**src/rtl/idx_pkg.sv**
```systemverilog
package idx_pkg;
  typedef enum logic [1:0] {
    UPD_HOLD = 2'd0,
    UPD_LOAD = 2'd1,
    UPD_INC  = 2'd2,
    UPD_DEC  = 2'd3
  } upd_op_e;
endpackage

```
**src/rtl/idx_regfile.sv**
```systemverilog
module idx_regfile
  import idx_pkg::*;
#(
  parameter int ADDR_W  = 15,
  parameter int NUM_IDX = 6,
  parameter int SEL_W   = $clog2(NUM_IDX + 1)
) (
  input  logic              clk_i,
  input  logic              rst_ni,
  input  logic [SEL_W-1:0]  rd_sel_i,
  input  logic [SEL_W-1:0]  upd_sel_i,
  input  upd_op_e           upd_op_i,
  input  logic [ADDR_W-1:0] upd_data_i,
  input  logic [ADDR_W-1:0] thresh_i,
  output logic [ADDR_W-1:0] rd_val_o,
  output logic              rd_hit_o,
  output logic              exit_o
);
  logic [ADDR_W-1:0] idx_q [NUM_IDX];
  logic [ADDR_W-1:0] upd_cur, upd_nxt;
  logic              upd_hit, exit_d, exit_q;

  always_comb begin
    rd_val_o = '0;
    rd_hit_o = 1'b0;
    upd_cur  = '0;
    upd_hit  = 1'b0;
    for (int i = 0; i < NUM_IDX; i++) begin
      if (rd_sel_i == SEL_W'(i + 1)) begin
        rd_val_o = idx_q[i];
        rd_hit_o = 1'b1;
      end
      if (upd_sel_i == SEL_W'(i + 1)) begin
        upd_cur = idx_q[i];
        upd_hit = 1'b1;
      end
    end
  end

  always_comb begin
    unique case (upd_op_i)
      UPD_LOAD: upd_nxt = upd_data_i;
      UPD_INC:  upd_nxt = upd_cur + ADDR_W'(1);
      UPD_DEC:  upd_nxt = upd_cur - ADDR_W'(1);
      default:  upd_nxt = upd_cur;
    endcase
  end

  // exit: count-up reaches threshold, count-down reaches zero
  assign exit_d = upd_hit &&
                  ((upd_op_i == UPD_INC && upd_nxt == thresh_i) ||
                   (upd_op_i == UPD_DEC && upd_nxt == '0));

  for (genvar g = 0; g < NUM_IDX; g++) begin : g_idx
    always_ff @(posedge clk_i or negedge rst_ni) begin
      if (!rst_ni)                                                      idx_q[g] <= '0;
      else if (upd_sel_i == SEL_W'(g + 1) && upd_op_i != UPD_HOLD) idx_q[g] <= upd_nxt;
    end

    a_r7_inc_step: assert property (@(posedge clk_i) disable iff (!rst_ni)
      (upd_sel_i == SEL_W'(g + 1) && upd_op_i == UPD_INC)
        |=> idx_q[g] == ADDR_W'($past(idx_q[g]) + 1'b1));

    a_r7_dec_step: assert property (@(posedge clk_i) disable iff (!rst_ni)
      (upd_sel_i == SEL_W'(g + 1) && upd_op_i == UPD_DEC)
        |=> idx_q[g] == ADDR_W'($past(idx_q[g]) - 1'b1));

    a_r10_untouched: assert property (@(posedge clk_i) disable iff (!rst_ni)
      (upd_sel_i != SEL_W'(g + 1)) |=> $stable(idx_q[g]));
  end

  always_ff @(posedge clk_i or negedge rst_ni) begin
    if (!rst_ni) exit_q <= 1'b0;
    else         exit_q <= exit_d;
  end
  assign exit_o = exit_q;

  a_r9_dec_to_zero: assert property (@(posedge clk_i) disable iff (!rst_ni)
    (upd_hit && upd_op_i == UPD_DEC && upd_cur == ADDR_W'(1)) |=> exit_o);

  a_r9_exit_needs_count: assert property (@(posedge clk_i) disable iff (!rst_ni)
    (upd_op_i == UPD_HOLD || upd_op_i == UPD_LOAD || !upd_hit) |=> !exit_o);

  a_r8_inc_hit: assert property (@(posedge clk_i) disable iff (!rst_ni)
    (upd_hit && upd_op_i == UPD_INC && upd_cur == thresh_i - ADDR_W'(1)) |=> exit_o);
endmodule

```
**src/rtl/idx_ea_adder.sv**
```systemverilog
module idx_ea_adder #(
  parameter int ADDR_W = 15
) (
  input  logic [ADDR_W-1:0] exec_i,
  input  logic [ADDR_W-1:0] idx_i,
  input  logic              hit_i,
  output logic [ADDR_W-1:0] eff_o
);
  logic [ADDR_W-1:0] ofs;

  assign ofs   = hit_i ? idx_i : '0;
  assign eff_o = exec_i + ofs;  // wraps modulo 2^ADDR_W

  always_comb begin
    if (!hit_i) a_r3_passthru: assert (eff_o == exec_i);
  end
endmodule

```
**src/rtl/idx_bank_steer.sv**
```systemverilog
module idx_bank_steer #(
  parameter int ADDR_W  = 15,
  parameter int BANK_AW = ADDR_W - 1
) (
  input  logic               clk_i,
  input  logic               rst_ni,
  input  logic               req_i,
  input  logic [ADDR_W-1:0]  addr_i,
  output logic               req_o,
  output logic               bank_o,
  output logic [BANK_AW-1:0] bank_addr_o,
  output logic [BANK_AW-1:0] sar_even_o,
  output logic [BANK_AW-1:0] sar_odd_o
);
  logic [BANK_AW-1:0] sar_q [2];
  logic               req_q, bank_q;
  logic [BANK_AW-1:0] word_q;

  for (genvar b = 0; b < 2; b++) begin : g_bank
    always_ff @(posedge clk_i or negedge rst_ni) begin
      if (!rst_ni)                           sar_q[b] <= '0;
      else if (req_i && addr_i[0] == 1'(b)) sar_q[b] <= addr_i[ADDR_W-1:1];
    end

    a_r6_other_holds: assert property (@(posedge clk_i) disable iff (!rst_ni)
      (!req_i || addr_i[0] != 1'(b)) |=> $stable(sar_q[b]));
  end

  always_ff @(posedge clk_i or negedge rst_ni) begin
    if (!rst_ni) begin
      req_q  <= 1'b0;
      bank_q <= 1'b0;
      word_q <= '0;
    end else begin
      req_q <= req_i;
      if (req_i) begin
        bank_q <= addr_i[0];
        word_q <= addr_i[ADDR_W-1:1];
      end
    end
  end

  assign req_o       = req_q;
  assign bank_o      = bank_q;
  assign bank_addr_o = word_q;
  assign sar_even_o  = sar_q[0];
  assign sar_odd_o   = sar_q[1];

  a_r5_req_follows: assert property (@(posedge clk_i) disable iff (!rst_ni)
    req_i |=> req_o);
  a_r5_no_req: assert property (@(posedge clk_i) disable iff (!rst_ni)
    !req_i |=> !req_o);
  a_r6_sar_matches: assert property (@(posedge clk_i) disable iff (!rst_ni)
    req_o |-> (bank_o ? sar_odd_o : sar_even_o) == bank_addr_o);
endmodule

```
**src/rtl/idx_addr_mod.sv**
```systemverilog
module idx_addr_mod
  import idx_pkg::*;
#(
  parameter int ADDR_W  = 15,
  parameter int NUM_IDX = 6,
  parameter int SEL_W   = $clog2(NUM_IDX + 1),
  parameter int BANK_AW = ADDR_W - 1
) (
  input  logic               clk_i,
  input  logic               rst_ni,
  input  logic               req_i,
  input  logic               fetch_i,
  input  logic [ADDR_W-1:0]  pc_i,
  input  logic [ADDR_W-1:0]  exec_addr_i,
  input  logic [SEL_W-1:0]   idx_sel_i,
  input  logic [SEL_W-1:0]   upd_sel_i,
  input  logic [1:0]         upd_op_i,
  input  logic [ADDR_W-1:0]  upd_data_i,
  input  logic [ADDR_W-1:0]  thresh_i,
  output logic               req_o,
  output logic               bank_o,
  output logic [BANK_AW-1:0] bank_addr_o,
  output logic [BANK_AW-1:0] sar_even_o,
  output logic [BANK_AW-1:0] sar_odd_o,
  output logic               exit_o
);
  logic [ADDR_W-1:0] idx_val, eff_addr, mem_addr;
  logic              idx_hit;

  idx_regfile #(.ADDR_W(ADDR_W), .NUM_IDX(NUM_IDX), .SEL_W(SEL_W)) u_regfile (
    .clk_i      (clk_i),
    .rst_ni     (rst_ni),
    .rd_sel_i   (idx_sel_i),
    .upd_sel_i  (upd_sel_i),
    .upd_op_i   (upd_op_e'(upd_op_i)),
    .upd_data_i (upd_data_i),
    .thresh_i   (thresh_i),
    .rd_val_o   (idx_val),
    .rd_hit_o   (idx_hit),
    .exit_o     (exit_o)
  );

  idx_ea_adder #(.ADDR_W(ADDR_W)) u_adder (
    .exec_i (exec_addr_i),
    .idx_i  (idx_val),
    .hit_i  (idx_hit),
    .eff_o  (eff_addr)
  );

  // fetch takes the program counter, operands take the modified address
  assign mem_addr = fetch_i ? pc_i : eff_addr;

  idx_bank_steer #(.ADDR_W(ADDR_W), .BANK_AW(BANK_AW)) u_steer (
    .clk_i       (clk_i),
    .rst_ni      (rst_ni),
    .req_i       (req_i),
    .addr_i      (mem_addr),
    .req_o       (req_o),
    .bank_o      (bank_o),
    .bank_addr_o (bank_addr_o),
    .sar_even_o  (sar_even_o),
    .sar_odd_o   (sar_odd_o)
  );

  a_r4_fetch_pc: assert property (@(posedge clk_i) disable iff (!rst_ni)
    (req_i && fetch_i) |=> {bank_addr_o, bank_o} == $past(pc_i));
  a_r3_no_mod: assert property (@(posedge clk_i) disable iff (!rst_ni)
    (req_i && !fetch_i && (idx_sel_i == '0 || idx_sel_i > SEL_W'(NUM_IDX)))
      |=> {bank_addr_o, bank_o} == $past(exec_addr_i));
endmodule

```
**config.mk**
```make
export PLATFORM = sky130hd
export DESIGN_NAME = idx_addr_mod
export DESIGN_NICKNAME = d
export VERILOG_FILES = /design/src/rtl/idx_pkg.sv /design/src/rtl/idx_regfile.sv /design/src/rtl/idx_ea_adder.sv /design/src/rtl/idx_bank_steer.sv /design/src/rtl/idx_addr_mod.sv
export SDC_FILE = /design/constraint.sdc
export NUM_CORES = 1
export LEC_CHECK = 0
export CAP_MARGIN = 20
export CORE_MARGIN = 1.5
export CORE_UTILIZATION = 61
export CTS_CLUSTER_DIAMETER = 40
export CTS_CLUSTER_SIZE = 28
export DETAILED_ROUTE_END_ITERATION = 10
export GPL_TIMING_DRIVEN = 0
export PLACE_DENSITY = 0.87
export SKIP_LAST_GASP = 1
export SLEW_MARGIN = 20
export SYNTH_ARGS = -nofsm -noshare
export SYNTH_HDL_FRONTEND = slang
export SYNTH_HIERARCHICAL = 1
export SYNTH_SLANG_ARGS = --single-unit
```
**constraint.sdc**
```tcl
create_clock -name clk_i -period 11.4 [get_ports clk_i]
set_input_delay 1.14 -clock clk_i [delete_from_list [all_inputs] [get_ports clk_i]]
set_output_delay 1.14 -clock clk_i [all_outputs]
set_load 0.005 [all_outputs]
```
==> metrics, run 1 <==
final setup fails 0; crit end category flip-flop; sequential fraction of the synthesis area 0.373; endpoints failing hold 0; status complete, no violations; static leakage power between 0.004 and 0.005 uW; vias 8596; FFs w/ async S/R, synth 1.00; Post-Syn Area 9050 um^2; Buf+Inv Stages, Crit Path 4; drt initial violations 1135; Vias/cell approximately 6.7; setup bufs post-CTS 0; Die Area between 15000 and 20000 um^2; met1 usage 0.472; largest cells by area after synthesis dfrtp_1 37%, mux2_2 7.3%, o21ai_0 5.9%, nand2_1 5.6%, mux2_4 4.8%; antenna viol nets, final 0; crit path time final 6.45 ns; power per cell area roughly 190 nW/um^2; cell type with the largest total area after synthesis dfrtp_1; Finished Layout Cells around 1300; Sink Count around 140; CP Launch Type input port; Final Slew Violations 0; EDFF count, synth 0; worst-skew pair later-pin latency between 0.4 and 0.5 ns; Syn Nets 1055; max_cap viols 0; Worst Path Arrival slightly below 7 ns; Synth Warn # 6; slowest CP cell buf_1; most frequent cells in the layout 135 x nand2_1, 135 x dfrtp_1, 112 x clkdlybuf4s50_1; critical path class input port to flip-flop; share of layout cells above drive strength 1 0.140; crit-path cells clkdlybuf4s50_1 -> buf_2 -> buf_1 -> clkbuf_1 -> nor2_1 -> a21oi_1 -> a21oi_1 -> ha_1 -> nand3_1 -> or4_1 -> o21a_2 -> a2bb2oi_4 -> xnor2_1 -> mux2i_1 -> o211a_1 -> nor4b_1 -> a32oi_1 -> mux2i_1; overall power 2140 uW; initial antenna violation count 1; Placed Instances ~1300; Critical Path RT roughly 12 ns; routability cong. 1.00; worst slew pin tran 1.03 ns; #FFs+latches synth 135; maximum buffer depth of the clock tree 2; Cell Area, Placed ~10000 um^2; Die X-Extent ~120 um; maximum fanout along the worst path 10; GR Layer Usage met3 0.105; clock skew approximately 0.0082 ns; Top FF cell, synth dfrtp_1; global routing usage on met2 0.638; Synth top area share 0.373; Area Growth Syn to Fin 22.5%; Worst-path clk slew around 0.06 ns; Finished Cell Area between 10000 and 15000 um^2; synthesized netlist cell count 954; final worst-path cycle share 0.566; Chip Height between 100 and 150 um; fillcell total 1026; RSZ-0062 raised after global routing no; Top Usage Layer GRT met2; final wirelength 30.2 mm; Largest stage delay, worst path roughly 0.67 ns; peak supply drop ~0.20 mV; WL per Instance approximately 23 um; CTS tree done; worst hold-check path type flip-flop to flip-flop; vias in the first global route 8657; all-layer global routing usage 0.389; PortBufs approximately 110; Top Ports approximately 120; initial core utilization 0.623; setup tns final 0 ns; Slew HR 0.309; Remaining DRCs 0; Rows 44; post-synthesis area per instance about 9.5 um^2; DP Wirelength 20.9 mm; htree depth 4; Layout Nets between 1000 and 1500; drt pass-1 iters 6; post-synth cell types a little over 80; global-route wire length before repair 47.0 mm; delay-heaviest family, CP buffers and inverters; global route overflow 0; cts repair resizes 0; fmax approximately 0.16 GHz; total CTS buffers 17; largest net degree at the start of global routing 85; # hold bufs at CTS 0; clock root cell clkbuf_16; total core area 14500 um^2
## stage by stage
stage	worst slack [ns]	util	hold WS, ns
floorplan	6.39	-	0.460
finish	4.95	0.763	0.509
global route	4.86	0.763	0.534
detailed placement	4.85	0.719	0.487
CTS	5.27	0.763	0.500
global placement	4.05	0.716	0.482
## Yosys cell counts (all sizes together), types with 5 or more instances
library cell  count
nand2b            6
nor2b            11
inv              14
a21oi            51
dfrtp           135
nand2           136
a21o             10
ha               27
buf              19
o22ai            12
nor2             50
mux2i            43
a211oi            6
and2             23
o21a              5
clkbuf           36
or2               5
nor3             12
xnor2            19
or3               7
mux2             89
and3              7
nand3            13
a221o            11
a221oi           15
o21ai           108
xor2             13
## layer usage
metal,part of all wire,vias up
li1,-,3748
met1,0.37,4055
met2,0.46,645
met3,0.12,146
met4,0.052,2
met5,0.00040,-
## kinds of logic after synthesis
logic type,after synthesis,share of synthesized area
xor gates and xnor gates,33,0.0335
DFF,135,0.373
and+or+nand+nor,292,0.155
buffers and inverters,70,0.0377
muxes,133,0.173
AOI/OAI and AO/OA,262,0.186
adders and majority gates,29,0.0417
## power by group
group / total (uW) / switching, uW / internal (uW)
clock: 600 / 227 / 373
combinational: 790 / 382 / 408
sequential: 750 / 122 / 628
total: 2140 / 730 / 1410
## final timing paths
kind                                                 start                               end  slack, ns  cells past startpoint
max                                           upd_sel_i[1]        u_regfile/exit_o$_DFF_PN0_       4.95                     18
max in group asynchronous                           rst_ni   u_regfile/idx_q[64]$_DFFE_PN0P_      10.05                      2
min                        u_regfile/idx_q[30]$_DFFE_PN0P_   u_regfile/idx_q[30]$_DFFE_PN0P_       0.51                      2
min reg2reg                u_regfile/idx_q[30]$_DFFE_PN0P_   u_regfile/idx_q[30]$_DFFE_PN0P_       0.51                      2
max reg2reg                u_regfile/idx_q[18]$_DFFE_PN0P_        u_regfile/exit_o$_DFF_PN0_       6.67                     15
min in group asynchronous                           rst_ni  u_steer/sar_odd_o[5]$_DFFE_PN0P_       0.61                      1
## registers in the layout (all words and copies together), names as in the netlist
name                 cells
u_regfile/exit_o         1
u_regfile/idx_q         90
u_steer/bank_addr_o     14
u_steer/bank_o           1
u_steer/req_o            1
u_steer/sar_even_o      14
u_steer/sar_odd_o       14
## worst register-to-register path: stages, from the launching register on
cell and delay, ns:
dfrtp_1 0.41, mux2_2 0.27, a221o_1 0.29, a22o_1 0.26
ha_1 0.29, clkbuf_1 0.34, nand3_1 0.15, or4_1 0.43
o21a_2 0.27, a2bb2oi_4 0.22, xnor2_1 0.19, mux2i_1 0.66
o211a_1 0.25, nor4b_1 0.34, a32oi_1 0.13, mux2i_1 0.16
## layout make-up
type,instances,area [um^2],area share
antenna,1,2.50,0.000226
buffer,55,285,0.0257
clock buffer,18,439,0.0396
clock inverter,14,199,0.0179
inverter,15,56.3,0.00508
multi-input combinational,749,5340,0.481
sequential,135,3380,0.305
tap,184,230,0.0208
timing repair buffer,114,1160,0.105
Power figures use the tool's default switching activity.
==> run 2: changes to the inputs <==
--- a/config.mk
+++ b/config.mk
@@ -7,12 +7,12 @@
 export LEC_CHECK = 0
 export CAP_MARGIN = 20
 export CORE_MARGIN = 1.5
-export CORE_UTILIZATION = 61
+export CORE_UTILIZATION = 51
 export CTS_CLUSTER_DIAMETER = 40
 export CTS_CLUSTER_SIZE = 28
 export DETAILED_ROUTE_END_ITERATION = 10
 export GPL_TIMING_DRIVEN = 0
-export PLACE_DENSITY = 0.87
+export PLACE_DENSITY = 0.77
 export SKIP_LAST_GASP = 1
 export SLEW_MARGIN = 20
 export SYNTH_ARGS = -nofsm -noshare
==> constraint.sdc (replaced) <==
create_clock -name clk_i -period 5.2 [get_ports clk_i]
set_input_delay 0.52 -clock clk_i [delete_from_list [all_inputs] [get_ports clk_i]]
set_output_delay 0.52 -clock clk_i [all_outputs]
set_load 0.005 [all_outputs]
==> run 2 against run 1 <==
Non-clock buffer count increased by 1; clock power increased by 93%; sequential share of layout area about the same; final cell count increased by 3.2%; critical endpoint unchanged.
==> metrics, run 2 (same netlist as run 1, synthesis figures left out) <==
clock skew around 0.0074 ns; final worst-path cycle share 0.970; max reg flops 90; setup bufs post-CTS 0; PortBufs between 100 and 150; Buf+Inv Stages, Crit Path 5; power per cell area approximately 400 nW/um^2; CTS tree done; DP Wirelength ~21 mm; Largest stage delay, worst path 0.44 ns; total core area around 17000 um^2; final wirelength just under 30 mm; worst hold-check path type flip-flop to flip-flop; RSZ-0062 raised after global routing no; max_cap viols 0; crit end category flip-flop; status complete, no violations; maximum fanout along the worst path 10; endpoints failing hold 0; fillcell total between 1000 and 1500; slowest CP cell ha_1; critical path class input port to flip-flop; total CTS buffers 17; Critical Path RT about 5.5 ns; peak supply drop a little over 0.3 mV; global-route wire length before repair 44.9 mm; worst slew pin tran between 1 and 1.5 ns; Chip Height approximately 140 um; Rows 48; Worst Path Arrival between 5 and 6 ns; hold_ws about 0.5 ns; static leakage power 0.00496 uW; Final Slew Violations 0; multi-input logic area between 5000 and 6000 um^2; crit-path cells buf_6 -> buf_2 -> buf_4 -> buf_4 -> buf_2 -> mux2_2 -> a221oi_1 -> a21oi_1 -> ha_1 -> nand3_1 -> or4_1 -> o21a_2 -> a2bb2oi_4 -> xnor2_1 -> mux2i_2 -> o211a_1 -> nor4b_1 -> a32oi_1 -> mux2i_1; largest register by flop count u_regfile/idx_q; initial core utilization 0.523; final setup fails 0; register area about 3400 um^2; most frequent cells in the layout 135 x nand2_1, 135 x dfrtp_1, 112 x clkdlybuf4s50_1; Sink Count between 100 and 150; Remaining DRCs 0; vias around 8300; clock root cell clkbuf_16; overall power ~4500 uW; WL per Instance between 20 and 25 um; Slew HR 0.257; Vias/cell approximately 6.3; Layout Nets 1189; initial antenna violation count 0; vias in the first global route just over 8000; largest net degree at the start of global routing 85; htree depth 4; fmax approximately 0.2 GHz; CP Launch Type input port; delay-heaviest family, CP buffers and inverters; Die Area around 19000 um^2; global route overflow 0; Die X-Extent around 140 um; drt initial violations 860; maximum buffer depth of the clock tree 2; antenna viol nets, final 0; share of layout cells above drive strength 1 0.150; worst-skew pair later-pin latency approximately 0.44 ns; ANT cells 0; routability cong. ~0.98; all-layer global routing usage 0.324; Worst-path clk slew 0.07 ns; drt pass-1 iters 6; crit path time final 5.05 ns; Top Ports between 100 and 150; Area Growth Syn to Fin 22.6%
## run 2: changes by cell type in the layout (fill, tap and decap cells not counted), sizes merged
| cell | before | now |
|---|---|---|
| clkinv | 6 | 3 |
| diode | 1 | 0 |
| inv | 15 | 23 |
| buf | 21 | 22 |
| bufinv | 4 | 0 |
| dlygate4sd3 | 0 | 1 |
| clkbuf | 54 | 52 |
## run 2: area by class of cell
type                    count  area share
clock inverters            15      0.0121
repair buffers            116       0.106
clock buffers              17      0.0383
inverters                  15     0.00507
flip-flops and latches    135       0.304
well taps                 225      0.0254
plain buffers              54      0.0260
multi-input cells         749       0.483
## run 2: metal layers
layer | part of all wire | wire (um) | up-vias | track usage
li1 | - | - | 3735 | -
met1 | 0.39 | 11400 | 3987 | 0.412
met2 | 0.47 | 13700 | 511 | 0.527
met3 | 0.10 | 2910 | 96 | 0.0697
met4 | 0.040 | 1150 | 0 | 0.147
met5 | 0 | 0 | - | 0
## run 2: where the power goes
group / internal, uW / leakage, uW / switching [uW] / total, uW
registers: 1380 / 0.00166 / 252 / 1630
clock network: 628 / 0.000264 / 535 / 1160
logic: 898 / 0.00304 / 818 / 1720
total: 2900 / 0.00496 / 1600 / 4510
## run 2: per-stage QoR
stage	TNS (ns)	std cells	instance area, um^2	worst slack (ns)	utilization
finish	0	1326	11100	0.155	0.642
detailed placement	-6.54	1293	10500	-0.806	0.607
global route	0	1326	11100	0.00565	0.642
floorplan	0	954	9050	0.809	-
global placement	-226.04	1292	10500	-1.64	0.605
CTS	0	1326	11100	0.0115	0.640
## run 2: worst reg2reg max path, cell delays in order, from the launching register on
cell,delay (ns)
dfrtp_1,0.41
mux2_2,0.27
a221o_1,0.29
a22o_1,0.27
ha_1,0.50
nand3_1,0.14
or4_1,0.41
o21a_2,0.27
a2bb2oi_4,0.21
xnor2_1,0.21
mux2i_2,0.44
o211a_1,0.21
nor4b_1,0.26
a32oi_1,0.09
mux2i_1,0.24
## run 2: what timing repair did
action / CTS / global route
setup endpoints to repair: 7 / 7
hold buffers: 1 / 0
gates cloned: 0 / 0
resized for setup: 3 / 11
hold endpoints to repair: 34 / 0
## run 2: worst paths after layout
kind,start,endpoint,slack [ns],cells past startpoint
worst min-delay path,u_regfile/idx_q[46]$_DFFE_PN0P_,u_regfile/idx_q[46]$_DFFE_PN0P_,0.50,2
worst min register to register,u_regfile/idx_q[46]$_DFFE_PN0P_,u_regfile/idx_q[46]$_DFFE_PN0P_,0.50,2
max in group asynchronous,rst_ni,u_regfile/idx_q[30]$_DFFE_PN0P_,3.89,3
worst max-delay path,upd_sel_i[0],u_regfile/exit_o$_DFF_PN0_,0.15,19
worst max register to register,u_regfile/idx_q[33]$_DFFE_PN0P_,u_regfile/exit_o$_DFF_PN0_,0.89,14
min in group asynchronous,rst_ni,u_steer/sar_even_o[7]$_DFFE_PN0P_,0.58,2
==> run 3: changes to the inputs <==
--- a/config.mk
+++ b/config.mk
@@ -6,6 +6,7 @@
 export NUM_CORES = 1
 export LEC_CHECK = 0
 export CAP_MARGIN = 20
+export CORE_ASPECT_RATIO = 1.25
 export CORE_MARGIN = 1.5
 export CORE_UTILIZATION = 51
 export CTS_CLUSTER_DIAMETER = 40
@@ -14,7 +15,6 @@
 export GPL_TIMING_DRIVEN = 0
 export PLACE_DENSITY = 0.77
 export SKIP_LAST_GASP = 1
-export SLEW_MARGIN = 20
 export SYNTH_ARGS = -nofsm -noshare
 export SYNTH_HDL_FRONTEND = slang
 export SYNTH_HIERARCHICAL = 1
==> run 3 against run 2 <==
Global-route usage decreased by 0.87 points; hold slack improved by 0.0036 ns; die area about the same; count of clock-buffer cells in the layout increased by 1; critical endpoint unchanged; largest power group unchanged.
==> metrics, run 3 (same netlist as run 1, synthesis figures left out) <==
static leakage power slightly below 0.005 uW; Sink Count about 140; antenna viol nets, final 0; power per cell area a little over 400 nW/um^2; total core area 17400 um^2; R2R depth 15; drt pass-1 iters 8; ANT cells 0; worst hold-check path type flip-flop to flip-flop; critical path class input port to flip-flop; Final Slew Violations 0; setup slack, reg-to-reg ~0.80 ns; Slew HR 0.171; final setup fails 0; max_cap viols 0; FF-to-FF End u_regfile/exit_o$_DFF_PN0_; Placed Instances 1293; fmax 0.200 GHz; share of layout cells above drive strength 1 0.146; max reg flops 90; CP Launch Type input port; CTS tree done; WL per Instance approximately 22 um; fillcell total roughly 1500; final worst-path cycle share 0.959; Hold Startpoint u_regfile/idx_q[50]$_DFFE_PN0P_; worst slew pin tran 1.23 ns; Reg-to-Reg Start u_regfile/idx_q[33]$_DFFE_PN0P_; worst-skew pair later-pin latency 0.42 ns; crit path time final about 5 ns; endpoints failing hold 0; clock skew ~0.010 ns; drt initial violations ~940; Worst-path clk slew about 0.060 ns; Finished Layout Cells about 1300; Rows 54; final wirelength between 20 and 30 mm; all-layer global routing usage 0.315; htree depth 4; Buf+Inv Stages, Crit Path 5; maximum fanout along the worst path 10; global-route wire length before repair between 40 and 50 mm; most frequent cells in the layout 135 x nand2_1, 135 x dfrtp_1, 112 x clkdlybuf4s50_1; status complete, no violations; largest register by flop count u_regfile/idx_q; Vias/cell ~6.3; Area Growth Syn to Fin 22.9%; clock root cell clkbuf_16; Die Area 18600 um^2; crit-path cells buf_6 -> buf_2 -> buf_4 -> buf_4 -> buf_2 -> mux2_2 -> a221oi_1 -> a21oi_1 -> ha_1 -> nand3_1 -> or4_1 -> o21a_2 -> a2bb2oi_4 -> xnor2_1 -> mux2i_2 -> o211a_1 -> nor4b_1 -> a32oi_1 -> mux2i_1; slowest CP cell ha_1; overall power around 4500 uW; crit end category flip-flop; Critical Path RT about 5.5 ns; RSZ-0062 raised after global routing no; peak supply drop roughly 0.23 mV; global route overflow 0; Worst Path Arrival between 5 and 6 ns; Largest stage delay, worst path around 0.43 ns; crit path launch upd_sel_i[0]; Chip Height approximately 150 um; initial core utilization 0.519; PortBufs 113; Remaining DRCs 0; worst hold path cell count 2; DP Wirelength around 21 mm; initial antenna violation count 0; vias in the first global route 8186; Layout Nets 1189; total CTS buffers 17; largest net degree at the start of global routing between 100 and 150; maximum buffer depth of the clock tree 2; vias 8343; Top Ports roughly 120; hold endpoint u_regfile/idx_q[50]$_DFFE_PN0P_; routability cong. between 0.9 and 1; Die X-Extent ~120 um; delay-heaviest family, CP buffers and inverters
-- run 3: changes by cell type in the layout (fill, tap and decap cells not counted), sizes merged --
cell    delta
clkinv     -1
inv        -2
clkbuf     +4
buf        -3
bufinv     +2
-- run 3: worst max-delay path by stage --
stage                                      end  cells past startpoint
finish              u_regfile/exit_o$_DFF_PN0_                     19
global route        u_regfile/exit_o$_DFF_PN0_                     19
CTS                 u_regfile/exit_o$_DFF_PN0_                     17
detailed placement  u_regfile/exit_o$_DFF_PN0_                     15
global placement    u_regfile/exit_o$_DFF_PN0_                      1
floorplan           u_regfile/exit_o$_DFF_PN0_                     18
-- run 3: area by class of cell --
| cell class | count | area (um^2) | area share |
|---|---|---|---|
| multi-input combinational | 749 | 5350 | 0.481 |
| sequential | 135 | 3380 | 0.304 |
| timing repair buffer | 116 | 1180 | 0.106 |
| clock buffer | 18 | 429 | 0.0386 |
| buffer | 54 | 289 | 0.0260 |
| tap | 224 | 280 | 0.0252 |
| clock inverter | 14 | 163 | 0.0146 |
| inverter | 15 | 56.3 | 0.00506 |
-- run 3: through the flow --
stage                     utilization  setup TNS (ns)  hold slack [ns]  cell area [um^2]  worst slack, ns
final                           0.638               0            0.507             11100            0.212
after global routing            0.638               0            0.522             11100           0.0177
after CTS                       0.637               0            0.507             11100            0.106
after detailed placement        0.602           -4.22            0.435             10500           -0.649
after global placement          0.600         -214.60            0.484             10500            -1.57
after floorplan                     -               0            0.224              9050            0.809
-- run 3: report_power, final --
| part | switching [uW] | leakage [uW] | total [uW] | internal (uW) |
|---|---|---|---|---|
| combinational | 800 | 0.00303 | 1690 | 894 |
| clock | 490 | 0.000277 | 1210 | 718 |
| sequential | 250 | 0.00166 | 1630 | 1380 |
| total | 1540 | 0.00497 | 4530 | 2990 |
-- run 3: routing by layer --
metal / GRT usage / wire (um)
met1: 0.362 / 10500
met2: 0.534 / 14000
met3: 0.0593 / 2610
met4: 0.196 / 1900
met5: 0 / 0
-- run 3: what timing repair did --
| action | CTS | global route |
|---|---|---|
| pin swaps | 0 | 0 |
| setup buffers | 0 | 0 |
| resized for setup | 1 | 11 |
| hold endpoints to repair | 29 | 0 |
| endpoints found under the setup margin | 7 | 7 |
| hold buffers | 1 | 0 |
-- run 3: worst register-to-register path, stage by stage (launching register included) --
cell	delay, ns
dfrtp_1	0.42
mux2_2	0.27
a221o_1	0.29
a22o_1	0.26
ha_1	0.29
clkbuf_1	0.32
nand3_1	0.15
or4_1	0.41
o21a_2	0.27
a2bb2oi_4	0.21
xnor2_1	0.20
mux2i_2	0.41
o211a_1	0.22
nor4b_1	0.28
a32oi_1	0.09
mux2i_1	0.22
